## config.mk

```make
export PLATFORM = sky130hd
export DESIGN_NAME = irq_vector_fetch
export DESIGN_NICKNAME = d
export VERILOG_FILES = /design/src/rtl/irqvf_pkg.sv /design/src/rtl/irqvf_ctrl.sv /design/src/rtl/irqvf_dpath.sv /design/src/rtl/irq_vector_fetch.sv
export SDC_FILE = /design/constraint.sdc
export NUM_CORES = 1
export LEC_CHECK = 0
export ABC_AREA = 1
export BUFFER_PORTS_ARGS = -buffer_cell sky130_fd_sc_hd__buf_2
export CAP_MARGIN = 10
export CORE_ASPECT_RATIO = 1.75
export CORE_MARGIN = 4
export CORE_UTILIZATION = 49
export CTS_BUF_LIST = sky130_fd_sc_hd__clkbuf_8
export DETAILED_ROUTE_END_ITERATION = 12
export PLACE_DENSITY_LB_ADDON = 0.25
export SKIP_CTS_REPAIR_TIMING = 1
export SYNTH_ARGS = -nofsm -noshare
export SYNTH_HDL_FRONTEND = slang
export SYNTH_SLANG_ARGS = --single-unit
```

## constraint.sdc

```tcl
create_clock -name clk -period 2.1 [get_ports clk]
set_clock_uncertainty 0.1 [all_clocks]
set_input_delay 0.21 -clock clk [delete_from_list [all_inputs] [get_ports clk]]
set_output_delay 0.21 -clock clk [all_outputs]
set_load 0.1 [all_outputs]
```

## src/rtl/irqvf_pkg.sv

```systemverilog
package irqvf_pkg;
  typedef enum logic {ST_IDLE = 1'b0, ST_ACK = 1'b1} seqState_t;

  typedef struct packed {
    logic takeIrq;   // latch level, raise mask
    logic endUser;   // read ended with supplied vector
    logic endAuto;   // read ended with autovector
  } seqStrobe_t;

  localparam logic [2:0] FC_PROC_SPACE = 3'b111;
endpackage

```

## src/rtl/irqvf_ctrl.sv

```systemverilog
module irqvf_ctrl
  import irqvf_pkg::*;
#(
  parameter int LVL_W = 3
) (
  input  logic             clk,
  input  logic             rst,
  input  logic [LVL_W-1:0] irqLevel,
  input  logic [LVL_W-1:0] ipMask,
  input  logic             busDsack,
  input  logic             busAvec,
  output seqStrobe_t       strobes,
  output logic             busStrobe,
  output logic             vecDone
);
  localparam logic [LVL_W-1:0] TOP_LVL = '1;

  seqState_t        state;
  logic [LVL_W-1:0] lastLvl;
  logic             reqValid;
  logic             nmiEdge;

  always_comb begin
    nmiEdge  = (irqLevel == TOP_LVL) && (lastLvl != TOP_LVL);
    reqValid = (irqLevel != '0) && ((irqLevel > ipMask) || nmiEdge);
    strobes.takeIrq = (state == ST_IDLE) && reqValid;
    strobes.endAuto = (state == ST_ACK) && busAvec;
    strobes.endUser = (state == ST_ACK) && busDsack && !busAvec;
  end

  assign busStrobe = (state == ST_ACK);

  always_ff @(posedge clk) begin
    if (rst) begin
      state   <= ST_IDLE;
      lastLvl <= '0;
      vecDone <= 1'b0;
    end else begin
      lastLvl <= irqLevel;
      vecDone <= strobes.endUser || strobes.endAuto;
      case (state)
        ST_IDLE: if (strobes.takeIrq) state <= ST_ACK;
        ST_ACK:  if (strobes.endUser || strobes.endAuto) state <= ST_IDLE;
        default: state <= ST_IDLE;
      endcase
    end
  end
endmodule

```

## src/rtl/irqvf_dpath.sv

```systemverilog
module irqvf_dpath
  import irqvf_pkg::*;
#(
  parameter int LVL_W     = 3,
  parameter int VEC_W     = 8,
  parameter int ADDR_W    = 24,
  parameter int VA_W      = 32,
  parameter int AUTO_BASE = 24
) (
  input  logic                    clk,
  input  logic                    rst,
  input  seqStrobe_t              strobes,
  input  logic                    busStrobe,
  input  logic [LVL_W-1:0]        irqLevel,
  input  logic                    vbrLoad,
  input  logic [VA_W-VEC_W-3:0]   vbrHiData,
  input  logic                    maskLoad,
  input  logic [LVL_W-1:0]        maskData,
  input  logic [VEC_W-1:0]        busData,
  output logic [LVL_W-1:0]        ipMask,
  output logic [2:0]              busFc,
  output logic [ADDR_W-1:0]       busAddr,
  output logic [VA_W-1:0]         vecAddr
);
  localparam int HI_W  = VA_W - VEC_W - 2;
  localparam int PAD_W = ADDR_W - LVL_W - 1;

  logic [HI_W-1:0]  vbrHi;
  logic [LVL_W-1:0] curLvl;
  logic [VEC_W-1:0] vecNum;

  always_comb begin
    if (strobes.endAuto) vecNum = VEC_W'(AUTO_BASE) + VEC_W'(curLvl);
    else                 vecNum = busData;
  end

  assign busFc   = busStrobe ? FC_PROC_SPACE : 3'b000;
  assign busAddr = busStrobe ? {{PAD_W{1'b1}}, curLvl, 1'b1} : '0;

  always_ff @(posedge clk) begin
    if (rst) begin
      ipMask  <= '1;
      vbrHi   <= '0;
      curLvl  <= '0;
      vecAddr <= '0;
    end else begin
      if (strobes.takeIrq) begin
        ipMask <= irqLevel;
        curLvl <= irqLevel;
      end else if (maskLoad) begin
        ipMask <= maskData;
      end
      if (vbrLoad) vbrHi <= vbrHiData;
      if (strobes.endUser || strobes.endAuto)
        vecAddr <= {vbrHi, vecNum, 2'b00};
    end
  end
endmodule

```

## src/rtl/irq_vector_fetch.sv

```systemverilog
module irq_vector_fetch
  import irqvf_pkg::*;
#(
  parameter int LVL_W     = 3,
  parameter int VEC_W     = 8,
  parameter int ADDR_W    = 24,
  parameter int VA_W      = 32,
  parameter int AUTO_BASE = 24
) (
  input  logic                  clk,
  input  logic                  rst,
  input  logic [LVL_W-1:0]      irqLevel,
  input  logic                  vbrLoad,
  input  logic [VA_W-VEC_W-3:0] vbrHiData,
  input  logic                  maskLoad,
  input  logic [LVL_W-1:0]      maskData,
  output logic                  busStrobe,
  output logic [2:0]            busFc,
  output logic [ADDR_W-1:0]     busAddr,
  input  logic [VEC_W-1:0]      busData,
  input  logic                  busDsack,
  input  logic                  busAvec,
  output logic [LVL_W-1:0]      ipMask,
  output logic [VA_W-1:0]       vecAddr,
  output logic                  vecDone
);
  seqStrobe_t strobes;

  irqvf_ctrl #(.LVL_W(LVL_W)) u_ctrl (
    .clk(clk), .rst(rst), .irqLevel(irqLevel), .ipMask(ipMask),
    .busDsack(busDsack), .busAvec(busAvec), .strobes(strobes),
    .busStrobe(busStrobe), .vecDone(vecDone)
  );

  irqvf_dpath #(
    .LVL_W(LVL_W), .VEC_W(VEC_W), .ADDR_W(ADDR_W),
    .VA_W(VA_W), .AUTO_BASE(AUTO_BASE)
  ) u_dpath (
    .clk(clk), .rst(rst), .strobes(strobes), .busStrobe(busStrobe),
    .irqLevel(irqLevel), .vbrLoad(vbrLoad), .vbrHiData(vbrHiData),
    .maskLoad(maskLoad), .maskData(maskData), .busData(busData),
    .ipMask(ipMask), .busFc(busFc), .busAddr(busAddr), .vecAddr(vecAddr)
  );
endmodule

```

==> key figures <==
Status
  • Status: completed

Critical path
  • WP buf/inv: 2
  • CP arrival: roughly 1500 ps
  • CP required: approximately 1800 ps
  • CP top delay family: buffers and inverters
  • Worst-path maximum fanout: 26
  • Crit path largest cell delay: approximately 460 ps
  • Reg2reg setup slack: ~380 ps
  • Worst path cell trace: buf_4, buf_2
  • CP Class: flop to primary output
  • Slowest cell on the critical path: dfxtp_2
  • Crit path capture type: primary output
  • CP Launch Type: flop

STA
  • RSZ-0062 raised after global routing: no
  • Tmin final: ~1800 ps
  • Slew headroom: 0.541
  • Tightest Pin Transition: 688 ps
  • Hold violation count in the final report: 0
  • Hold_ws: around 5.0 ps
  • Fin crit share: 0.866
  • Endpoints failing setup: 0
  • Setup_tns: 0 ps
  • Max Slew Vio Count: 0
  • Peak Freq: between 500 and 600 MHz

Die
  • Die area: 6490 sq um
  • Starting density of the core: 0.510
  • Core box area: ~5000 sq um
  • Rows: 34
  • # IOs: 106
  • Die Height: 104 um
  • Die span in x: around 63 um

Power and ir drop
  • Clock share of power: 0.221
  • Switching Fraction: 0.528
  • Cell Int Power: around 2.3 mW
  • Logic pwr share: 0.481
  • VDD IR max: about 710 uV
  • Psw: roughly 2.6 mW
  • PD cells: ~1600 nW/um^2
  • Flop pwr share: 0.298
  • Total power: ~4.9 mW
  • Leakage: between 1.5 and 2 nW

Drt
  • DRT met1 WL: 2290 um
  • WL per Instance: 12.5 um
  • Met3 wire len: between 400 and 500 um
  • Routed Wire Length: ~5800 um
  • Vias: 2323
  • Post-route ant nets: 0
  • Pre-antenna DRT Iters: 4
  • DR DRC count: 0
  • Number of DRC violations after detailed-routing iteration 0: 90
  • Vias per cell: between 5 and 6
  • Met2 routed WL: about 3000 um
  • Top Layer Used: met4

Clock network
  • Clk sink count: 63
  • Worst skew pair latency: approximately 330 ps
  • Clk buf depth: 2
  • CTS root buf: clkbuf_8
  • CTS clk-pin slew, worst paths: approximately 70 ps
  • CTS Buf Count: 9
  • CTS tree: done
  • H-tree depth: 3

Global route
  • Initial antenna violation count: 0
  • Global-route wire length before repair: slightly above 10000 um
  • GR Util All Layers: 0.191
  • Largest net degree at the start of global routing: 51
  • Vias in the first global route: ~2300
  • Total global routing overflow: 0

Placement
  • Area after DPL: roughly 2900 sq um
  • Routability congestion estimate: around 0.8
  • Dpl cells: about 450
  • PortBufs: around 100
  • Hpwl dp: ~4100 um

Cells and area
  • Most common cell after layout, fill and taps aside: buf_2
  • Area occupied by registers: 1260 sq um
  • Nets: 449
  • Post-route cell area: just over 3000 sq um
  • Layout cells sized above 1: 0.342
  • Antenna diode count: 0
  • Layout fillers: between 400 and 500
  • Area of the multi-input gates: about 960 sq um
  • Synthesis-to-layout area growth: 21.7%
  • Commonest cells after routing, fill and taps aside: buf_2 (103), nor2_1 (82), dfxtp_1 (60)
  • Non-Filler Instances: around 460

Synthesis
  • Compound-Gate Fraction of Synth Area: 0.127
  • Synth Area in XOR/XNOR: 0
  • Netlist cell types: 23
  • Post-synthesis sequential area ratio: 0.492
  • Post-Synth Simple-Gate Area: 0.227
  • Post-Syn Area per Cell: a little under 8 sq um
  • Post-synthesis mux area share: 0.00440
  • Post-synth design cell area: about 2600 sq um
  • Post-Synth Adder-Cell Area: 0.0147
  • Largest family of logic cells by synthesized area: simple AND/OR/NAND/NOR gates
  • Synthesis warning total: 0
  • Synth Register Bits: 63
  • Cells after synthesis: about 330

Run
  • Max cap viols: 0

Hold path
  • Hold crit path type: primary input to flop
## cell usage after synthesis, drive strengths merged
master  instances  area, sq um
o21ai          48          240
a21oi           9         45.0
buf            31          243
clkbuf         11         42.5
nor2           92          370
nand4           1         6.26
nand3          13         65.1
a31o            1         8.76
nand2          33          139
ha              3         37.5
a31oi           4         31.3
conb            1         3.75
dfxtp          63         1260
inv            15         56.3
mux2            1         11.3
## worst min-delay path: stages
cell and delay, ps:
buf_2 80, nor2_1 30, nor2_1 80
## registers in the layout, summed over array words and instances (netlist names)
name              flops
u_dpath.vbrHi        22
u_ctrl.vecDone        1
u_dpath.curLvl        3
u_ctrl.busStrobe      1
u_dpath.ipMask        3
u_dpath.vecAddr      30
u_ctrl.lastLvl        3
## path summary, 6_finish.rpt
path,startpoint,to,cells after the start
worst min register to register,u_dpath.vecAddr[9],u_dpath.vecAddr[9],2
worst max register to register,u_ctrl.busStrobe,u_ctrl.busStrobe,5
worst min-delay path,vbrHiData[20],u_dpath.vbrHi[20],3
worst max-delay path,u_ctrl.busStrobe,busAddr[12],2
## final cells by class
class | instances | share of cell area
clock buffer | 12 | 0.0530
clock inverter | 4 | 0.0140
inverter | 15 | 0.0181
multi-input combinational | 207 | 0.309
sequential | 63 | 0.406
tap | 54 | 0.0217
timing repair buffer | 108 | 0.179
## cells by family (layout without fill, tap and decap cells)
| group | count (synthesis) | after routing |
|---|---|---|
| fa+ha+maj | 3 | 3 |
| buf+inv | 57 | 139 |
| flops | 63 | 63 |
| mux | 1 | 1 |
| compound gates | 62 | 62 |
| other cells | 1 | 2 |
| simple gates | 139 | 139 |
## power by group through the flow
| stage | clock, mW | combinational [mW] | sequential, mW |
|---|---|---|---|
| 2_1_floorplan | 0 | 1.35 | 2.30 |
| 3_3_place_gp | 0 | 2.33 | 1.48 |
| 3_5_place_dp | 0 | 2.35 | 1.48 |
| 4_1_cts | 1.10 | 2.35 | 1.45 |
| 5_1_grt | 1.16 | 2.45 | 1.47 |
| 6_report | 1.07 | 2.34 | 1.45 |
## per-stage QoR
stage | utilization | setup slack [ps]
2_1_floorplan | - | 53.0
4_1_cts | 0.617 | 261
5_1_grt | 0.621 | 157
3_5_place_dp | 0.576 | 392
6_report | 0.621 | 282
3_3_place_gp | 0.576 | 451
## metal layers
metal | GRT usage | vias to the layer above
met4 | 0.0821 | 0
met1 | 0.210 | 1054
met2 | 0.332 | 91
li1 | - | 1167
met3 | 0.0607 | 11
met5 | 0 | -
Power figures use the tool's default switching activity.
